[src/rtl/dphy_bringup_pkg.sv]
package dphy_bringup_pkg;

  localparam int unsigned NUM_BANDS = 29;

  // band n covers (BAND_EDGE[n], BAND_EDGE[n+1]]
  localparam int unsigned BAND_EDGE [NUM_BANDS+1] = '{
    80, 90, 100, 110, 130, 140, 150, 170, 180, 200,
    220, 240, 250, 270, 300, 330, 360, 400, 450, 500,
    550, 600, 650, 700, 750, 800, 850, 900, 950, 1000
  };

  localparam logic [7:0] BAND_CODE [NUM_BANDS] = '{
    8'h00, 8'h10, 8'h20, 8'h01, 8'h11, 8'h21, 8'h02, 8'h12, 8'h22, 8'h03,
    8'h13, 8'h23, 8'h04, 8'h14, 8'h05, 8'h15, 8'h25, 8'h06, 8'h16, 8'h07,
    8'h17, 8'h08, 8'h18, 8'h09, 8'h19, 8'h29, 8'h39, 8'h0a, 8'h1a
  };

  localparam logic [7:0] A_CLK_LANE = 8'h34;
  localparam logic [7:0] D_CLK_LANE = 8'h15;
  localparam logic [7:0] A_LANE0    = 8'h44;
  localparam logic [7:0] A_LANE1    = 8'h54;
  localparam logic [7:0] A_LANE2    = 8'h84;
  localparam logic [7:0] A_LANE3    = 8'h94;
  localparam logic [7:0] A_PARK     = 8'h00;

  localparam int unsigned HI_LANE_MIN = 4;
  localparam int unsigned NUM_WR      = 6;
  localparam int unsigned WR_IDX_W    = $clog2(NUM_WR + 1);

  typedef struct packed {
    logic       vld;
    logic [7:0] addr;
    logic [7:0] data;
    logic       has_data;
  } wr_ent_t;

  typedef enum logic [2:0] {
    S_IDLE, S_PREP, S_CLR, S_GAP, S_NXT, S_REQ, S_FIN
  } seq_st_t;

endpackage

[src/rtl/dphy_band_lut.sv]
module dphy_band_lut
  import dphy_bringup_pkg::*;
#(
  parameter int unsigned RATE_W = 11
) (
  input  logic [RATE_W-1:0] rate_i,
  output logic [7:0]        code_sh_o,
  output logic              hit_o
);

  logic [31:0] rate32;
  logic [7:0]  code;

  assign rate32 = 32'(rate_i);

  always_comb begin
    hit_o = 1'b0;
    code  = 8'h00;
    for (int unsigned b = 0; b < NUM_BANDS; b++) begin
      if (rate32 > BAND_EDGE[b] && rate32 <= BAND_EDGE[b+1]) begin
        hit_o = 1'b1;
        code  = BAND_CODE[b];
      end
    end
  end

  assign code_sh_o = {code[6:0], 1'b0};

endmodule

[src/rtl/dphy_wr_list.sv]
module dphy_wr_list
  import dphy_bringup_pkg::*;
#(
  parameter int unsigned LANE_W = 4
) (
  input  logic [WR_IDX_W-1:0] idx_i,
  input  logic [LANE_W-1:0]   lanes_i,
  input  logic [7:0]          code_sh_i,
  output wr_ent_t             ent_o
);

  logic has_l1, has_hi;

  assign has_l1 = (lanes_i >= LANE_W'(1));
  assign has_hi = (lanes_i >= LANE_W'(HI_LANE_MIN));

  always_comb begin
    ent_o = '{vld: 1'b0, addr: 8'h00, data: 8'h00, has_data: 1'b1};
    case (idx_i)
      WR_IDX_W'(0): ent_o = '{vld: 1'b1,   addr: A_CLK_LANE, data: D_CLK_LANE, has_data: 1'b1};
      WR_IDX_W'(1): ent_o = '{vld: 1'b1,   addr: A_LANE0,    data: code_sh_i,  has_data: 1'b1};
      WR_IDX_W'(2): ent_o = '{vld: has_l1, addr: A_LANE1,    data: code_sh_i,  has_data: 1'b1};
      WR_IDX_W'(3): ent_o = '{vld: has_hi, addr: A_LANE2,    data: code_sh_i,  has_data: 1'b1};
      WR_IDX_W'(4): ent_o = '{vld: has_hi, addr: A_LANE3,    data: code_sh_i,  has_data: 1'b1};
      WR_IDX_W'(5): ent_o = '{vld: 1'b1,   addr: A_PARK,     data: 8'h00,      has_data: 1'b0};
      default:      ent_o = '{vld: 1'b0,   addr: 8'h00,      data: 8'h00,      has_data: 1'b1};
    endcase
  end

endmodule

[src/rtl/dphy_seq_fsm.sv]
module dphy_seq_fsm
  import dphy_bringup_pkg::*;
#(
  parameter int unsigned LANE_W  = 4,
  parameter int unsigned CLR_CYC = 4
) (
  input  logic                clk_i,
  input  logic                rst_ni,
  input  logic                start_i,
  input  logic                stby_i,
  input  logic                hit_i,
  input  logic [7:0]          code_sh_i,
  input  logic [LANE_W-1:0]   lanes_i,
  input  wr_ent_t             ent_i,
  input  logic                wr_done_i,
  output logic [WR_IDX_W-1:0] idx_o,
  output logic [7:0]          code_sh_o,
  output logic [LANE_W-1:0]   lanes_o,
  output logic                busy_o,
  output logic                done_o,
  output logic                rate_err_o,
  output logic                wr_req_o,
  output logic                test_clr_o,
  output logic                test_clk_o,
  output logic                test_en_o,
  output logic                shutdown_n_o,
  output logic                reset_n_o,
  output logic [LANE_W-1:0]   phy_lane_en_o,
  output logic [3:0]          turn_dis_o,
  output logic [3:0]          turn_req_o,
  output logic [3:0]          ctrl_lane_en_o
);

  localparam int unsigned CNT_W = $clog2(CLR_CYC + 1);
  localparam logic [CNT_W-1:0] CNT_LAST = CNT_W'(CLR_CYC - 1);

  seq_st_t         st_q;
  logic [CNT_W-1:0] cnt_q;

  always_ff @(posedge clk_i or negedge rst_ni) begin
    if (!rst_ni) begin
      st_q           <= S_IDLE;
      cnt_q          <= '0;
      idx_o          <= '0;
      code_sh_o      <= '0;
      lanes_o        <= '0;
      busy_o         <= 1'b0;
      done_o         <= 1'b0;
      rate_err_o     <= 1'b0;
      wr_req_o       <= 1'b0;
      test_clr_o     <= 1'b0;
      test_clk_o     <= 1'b0;
      test_en_o      <= 1'b0;
      shutdown_n_o   <= 1'b0;
      reset_n_o      <= 1'b0;
      phy_lane_en_o  <= '0;
      turn_dis_o     <= '0;
      turn_req_o     <= '0;
      ctrl_lane_en_o <= '0;
    end else begin
      done_o <= 1'b0;
      unique case (st_q)
        S_IDLE: begin
          if (start_i) begin
            shutdown_n_o <= 1'b0;
            reset_n_o    <= 1'b0;
            if (stby_i) begin
              ctrl_lane_en_o <= '0;
              rate_err_o     <= 1'b0;
              done_o         <= 1'b1;
            end else begin
              busy_o        <= 1'b1;
              code_sh_o     <= code_sh_i;
              rate_err_o    <= !hit_i;
              lanes_o       <= lanes_i;
              phy_lane_en_o <= lanes_i;
              turn_dis_o    <= 4'hf;
              turn_req_o    <= 4'h0;
              st_q          <= S_PREP;
            end
          end
        end
        S_PREP: begin
          test_clk_o <= 1'b1;
          test_clr_o <= 1'b1;
          cnt_q      <= '0;
          st_q       <= S_CLR;
        end
        S_CLR: begin
          cnt_q <= cnt_q + 1'b1;
          if (cnt_q == CNT_LAST) begin
            test_clr_o <= 1'b0;
            cnt_q      <= '0;
            st_q       <= S_GAP;
          end
        end
        S_GAP: begin
          cnt_q <= cnt_q + 1'b1;
          if (cnt_q == CNT_LAST) begin
            idx_o <= '0;
            st_q  <= S_NXT;
          end
        end
        S_NXT: begin
          // skip list entries the lane field disables
          if (idx_o == WR_IDX_W'(NUM_WR)) begin
            st_q <= S_FIN;
          end else if (ent_i.vld) begin
            wr_req_o  <= 1'b1;
            test_en_o <= 1'b1;
            st_q      <= S_REQ;
          end else begin
            idx_o <= idx_o + 1'b1;
          end
        end
        S_REQ: begin
          if (wr_done_i) begin
            wr_req_o <= 1'b0;
            idx_o    <= idx_o + 1'b1;
            st_q     <= S_NXT;
          end
        end
        S_FIN: begin
          test_clk_o     <= 1'b1;
          test_en_o      <= 1'b0;
          shutdown_n_o   <= 1'b1;
          reset_n_o      <= 1'b1;
          ctrl_lane_en_o <= 4'hf;
          busy_o         <= 1'b0;
          done_o         <= 1'b1;
          st_q           <= S_IDLE;
        end
        default: st_q <= S_IDLE;
      endcase
    end
  end

  p_req_hold_r11: assert property (@(posedge clk_i) disable iff (!rst_ni)
    wr_req_o && !wr_done_i |=> wr_req_o && $stable(ent_i.addr) && $stable(ent_i.data));
  p_req_gap_r11: assert property (@(posedge clk_i) disable iff (!rst_ni)
    wr_req_o && wr_done_i |=> !wr_req_o);
  p_done_pulse_r10: assert property (@(posedge clk_i) disable iff (!rst_ni)
    done_o |=> !done_o);
  p_req_busy_r10: assert property (@(posedge clk_i) disable iff (!rst_ni)
    wr_req_o |-> busy_o);
  p_clr_held_r5: assert property (@(posedge clk_i) disable iff (!rst_ni)
    test_clr_o |-> !shutdown_n_o && !reset_n_o);
  p_release_done_r8: assert property (@(posedge clk_i) disable iff (!rst_ni)
    $rose(shutdown_n_o) |-> done_o && reset_n_o && !test_en_o);
  p_code_lsb_r4: assert property (@(posedge clk_i) disable iff (!rst_ni)
    wr_req_o && ent_i.has_data && ent_i.addr != A_CLK_LANE |-> !ent_i.data[0]);

endmodule

[src/rtl/dphy_rx_bringup.sv]
module dphy_rx_bringup
  import dphy_bringup_pkg::*;
#(
  parameter int unsigned RATE_W  = 11,
  parameter int unsigned LANE_W  = 4,
  parameter int unsigned CLR_CYC = 4
) (
  input  logic              clk_i,
  input  logic              rst_ni,
  input  logic              start_i,
  input  logic [RATE_W-1:0] rate_mbps_i,
  input  logic [LANE_W-1:0] lane_sel_i,
  output logic              busy_o,
  output logic              done_o,
  output logic              rate_err_o,
  output logic              wr_req_o,
  output logic [7:0]        wr_addr_o,
  output logic [7:0]        wr_data_o,
  output logic              wr_has_data_o,
  input  logic              wr_done_i,
  output logic              test_clr_o,
  output logic              test_clk_o,
  output logic              test_en_o,
  output logic              shutdown_n_o,
  output logic              reset_n_o,
  output logic [LANE_W-1:0] phy_lane_en_o,
  output logic [3:0]        turn_dis_o,
  output logic [3:0]        turn_req_o,
  output logic [3:0]        ctrl_lane_en_o
);

  logic [7:0]          lut_code_sh, code_sh_q;
  logic                lut_hit, stby;
  logic [WR_IDX_W-1:0] idx;
  logic [LANE_W-1:0]   lanes_q;
  wr_ent_t             ent;

  assign stby = (rate_mbps_i == '0) || (lane_sel_i == '0);

  dphy_band_lut #(.RATE_W(RATE_W)) i_lut (
    .rate_i    (rate_mbps_i),
    .code_sh_o (lut_code_sh),
    .hit_o     (lut_hit)
  );

  dphy_wr_list #(.LANE_W(LANE_W)) i_list (
    .idx_i     (idx),
    .lanes_i   (lanes_q),
    .code_sh_i (code_sh_q),
    .ent_o     (ent)
  );

  dphy_seq_fsm #(.LANE_W(LANE_W), .CLR_CYC(CLR_CYC)) i_fsm (
    .clk_i          (clk_i),
    .rst_ni         (rst_ni),
    .start_i        (start_i),
    .stby_i         (stby),
    .hit_i          (lut_hit),
    .code_sh_i      (lut_code_sh),
    .lanes_i        (lane_sel_i),
    .ent_i          (ent),
    .wr_done_i      (wr_done_i),
    .idx_o          (idx),
    .code_sh_o      (code_sh_q),
    .lanes_o        (lanes_q),
    .busy_o         (busy_o),
    .done_o         (done_o),
    .rate_err_o     (rate_err_o),
    .wr_req_o       (wr_req_o),
    .test_clr_o     (test_clr_o),
    .test_clk_o     (test_clk_o),
    .test_en_o      (test_en_o),
    .shutdown_n_o   (shutdown_n_o),
    .reset_n_o      (reset_n_o),
    .phy_lane_en_o  (phy_lane_en_o),
    .turn_dis_o     (turn_dis_o),
    .turn_req_o     (turn_req_o),
    .ctrl_lane_en_o (ctrl_lane_en_o)
  );

  assign wr_addr_o     = ent.addr;
  assign wr_data_o     = ent.data;
  assign wr_has_data_o = ent.has_data;

  p_stby_quiet_r1: assert property (@(posedge clk_i) disable iff (!rst_ni)
    start_i && !busy_o && stby |=> done_o && !wr_req_o && !shutdown_n_o && ctrl_lane_en_o == 4'h0);

endmodule

[config.mk]
export PLATFORM = sky130hd
export DESIGN_NAME = dphy_rx_bringup
export DESIGN_NICKNAME = d
export VERILOG_FILES = /design/src/rtl/dphy_bringup_pkg.sv /design/src/rtl/dphy_band_lut.sv /design/src/rtl/dphy_wr_list.sv /design/src/rtl/dphy_seq_fsm.sv /design/src/rtl/dphy_rx_bringup.sv
export SDC_FILE = /design/constraint.sdc
export NUM_CORES = 1
export LEC_CHECK = 0
export ABC_CLOCK_PERIOD_IN_PS = 2600
export BUFFER_PORTS_ARGS = -buffer_cell sky130_fd_sc_hd__buf_2
export CAP_MARGIN = 20
export CORE_MARGIN = 5
export CORE_UTILIZATION = 38
export DETAILED_ROUTE_END_ITERATION = 10
export GPL_TIMING_DRIVEN = 0
export PLACE_DENSITY = 0.72
export SLEW_MARGIN = 20
export SYNTH_ARGS = -nofsm -noshare
export SYNTH_HDL_FRONTEND = slang
export SYNTH_SLANG_ARGS = --single-unit
export TNS_END_PERCENT = 10
[constraint.sdc]
create_clock -name clk_i -period 2.6 [get_ports clk_i]
set_clock_uncertainty 0.1 [all_clocks]
set_input_delay 0.52 -clock clk_i [delete_from_list [all_inputs] [get_ports clk_i]]
set_output_delay 0.52 -clock clk_i [all_outputs]
set_load 0.01 [all_outputs]
==> reports/metrics.csv <==
metric;value;unit
sequential-to-total area share from yosys stat;0.262;
I/O pins;61;
final worst-path cycle share;1.00;
combinational power share;0.537;
ys flop type;dfrtp_1;
ANT cells;0;
Rows;31;
Worst Hold Class;input pin to async pin;
via/cell ratio;5.80;
cells on worst reg2reg path;8;
Avg Cell Area, Syn;8.16;µm²
Filler cells;699;
status;finished, violations left;
final setup TNS;-0.00426;ns
drt first pass iters;5;
CTS tree;built;
Hold Buf Count CTS;0;
placed inst area;0.00316;mm²
measured slew at the worst slew-check pin;0.639;ns
Skew-Pair Late Insertion Delay;0.28;ns
Slew Limit Fails;0;
max frequency;384;MHz
Worst Path Required;1.98;ns
synth unique cells;71;
clock sink total;29;
critical path fanouts, max;6;
Die X;95.3;µm
reg2reg end;i_fsm.idx_o[0];
CP Class;register to primary output;
root cell of the clock tree;clkbuf_8;
area grow syn2layout;23.2;%
r2r startpoint;i_fsm.idx_o[1];
post-synthesis register bit count;29;
initial antenna violation count;0;
1st-iter DRT viols;204;
Starting Density;0.386;
number of global-route vias before repair;2782;
share of power burned in registers;0.273;
reg-to-reg slack, setup;0.10;ns
EDFF count, synth;0;
commonest non-fill, non-tap cell in the layout;buf_2;
CTS Buffer Depth;2;
Pleak;0.00146;µW
Clock Pin Slew Worst Setup and Hold Paths;0.06;ns
Final WS setup;-0.00426;ns
Post-DRT Antenna Nets;0;
WL final;8490;µm
nets;435;
Switching Share;0.409;
WP data arrival;1.98;ns
port buffer count;48;
WL/cell;16.7;µm
yosys warns;0;
H-tree levels;2;
Fin. Hold Viols;0;
P_int;1730;µW
CP endpoint kind;primary output;
ys async rst share;1.00;
GP Congestion;0.964;
Cell Area, Synth;0.00277;mm²
die height;95.3;µm
full die area;0.00909;mm²
Worst slew margin;0.574;
total CTS buffers;5;
failing checks;setup timing;
fin crit period;2.60;ns
CORE AREA;0.00718;mm²
Multi-input gate area;0.00183;mm²
Switch Pwr;1200;µW
PD cells;861;mW/mm²
worst vdd ir;0.000263;V
Detail Placement HPWL;6320;µm
gr ovfl total;0;
power share of the clock group;0.190;
final setup violation count;1;
layout cell share with drive strength beyond 1;0.313;
gr usage total;0.183;
DRC viols;0;
register cell area after layout;726;µm²
total number of vias;2946;
first-pass GRT wire length;13300;µm
max_cap viols;0;
largest net degree at the start of global routing;30;
Finished Cell Area;0.00341;mm²
commonest cells after routing, fill and taps aside;61 x buf_2, 29 x dfrtp_1, 27 x nor2_1;
total power;2930;µW
cell count after synthesis;339;
CP Launch Type;register;
## cell type report
type	count	area share
inverters	13	0.0143
clock inverters	3	0.0191
multi-input cells	264	0.536
clock buffers	5	0.0202
plain buffers	40	0.0752
well taps	99	0.0363
repair buffers	55	0.0859
flip-flops and latches	29	0.213
## worst max-delay path, stage by stage, from the launching register on
cell and delay, ns:
dfrtp_1 0.42, buf_6 0.15, inv_1 0.11, ha_4 0.20, a2111oi_4 0.36, inv_1 0.13, a21o_1 0.19, buf_2 0.14
## worst max-delay path by stage
stage	startpoint	to	slack, ns
finish	i_fsm.idx_o[2]	wr_data_o[2]	-0.004
global placement	i_fsm.idx_o[0]	wr_data_o[2]	-0.19
detailed placement	i_fsm.idx_o[0]	wr_data_o[4]	-0.29
global route	i_fsm.idx_o[2]	wr_data_o[2]	-0.09
CTS	i_fsm.idx_o[0]	wr_data_o[4]	0.007
floorplan	i_fsm.idx_o[0]	wr_data_o[2]	0.12
## stage by stage
stage          std cells  worst slack, ns  hold WS [ns]  utilization
2_1_floorplan        346            0.121         0.124            -
4_1_cts              505          0.00714         0.169        0.466
5_1_grt              508          -0.0882         0.196        0.475
3_5_place_dp         493           -0.285         0.376        0.440
6_report             508         -0.00426         0.154        0.475
3_3_place_gp         493           -0.191         0.358        0.440
## power by group through the flow
| stage | sequential, µW | clock [µW] | combinational (µW) |
|---|---|---|---|
| 2_1_floorplan | 785 | 0 | 923 |
| 3_3_place_gp | 775 | 0 | 1360 |
| 3_5_place_dp | 790 | 0 | 1390 |
| 4_1_cts | 784 | 568 | 1490 |
| 5_1_grt | 821 | 591 | 1750 |
| 6_report | 800 | 558 | 1580 |
## kinds of logic (layout without fill, tap and decap cells)
kind of cell / count (synthesis) / after routing / synth area share
muxes: 9 / 9 / 0.0357
DFF: 29 / 29 / 0.262
and+or+nand+nor: 136 / 136 / 0.272
adders and majority gates: 8 / 8 / 0.0362
buffers and inverters: 53 / 116 / 0.109
other: 1 / 8 / 0.00135
AOI/OAI and AO/OA: 103 / 103 / 0.284
## timing repair
item                       in CTS  in global routing
setup buffers                   4                  3
pin swaps                       1                  3
setup endpoints to repair       7                  7
gates resized for setup         3                 11
## state kept, by name, indices dropped and copies added, names as in the netlist, 3 cells and up
name and cells:
i_fsm.st_q 3, i_fsm.code_sh_o 6, i_fsm.cnt_q 3, i_fsm.idx_o 3, i_fsm.phy_lane_en_o 4
## routing by layer
layer  track usage  up-vias  part of all wire
li1              -     1389                 -
met1         0.233     1392              0.42
met3        0.0316       22             0.069
met2         0.300      143              0.49
met5             0        -                 0
met4        0.0841        0             0.021
## Yosys cell counts, types with 3 or more instances
cell type	count	area [µm²]
nand3_1	12	60.1
a2111oi_0	5	43.8
a21oi_1	16	80.1
and2_1	7	43.8
a22oi_1	3	22.5
clkbuf_1	6	22.5
nor3_1	13	65.1
nand4_1	4	25.0
a31oi_1	8	50.1
a22o_1	3	26.3
inv_1	13	48.8
nor2_1	27	101
mux2_2	7	78.8
or2_2	4	25.0
buf_2	13	65.1
nand2b_1	3	18.8
buf_4	19	143
ha_1	8	100
o211ai_1	3	22.5
a21o_1	6	45.0
o21ai_0	21	105
nand2_1	25	93.8
nor2b_1	10	62.6
dfrtp_1	29	726
nor4b_1	3	26.3
a311oi_1	3	26.3
or3_1	5	31.3
or4_1	3	22.5
(Power assumes the default switching activity.)
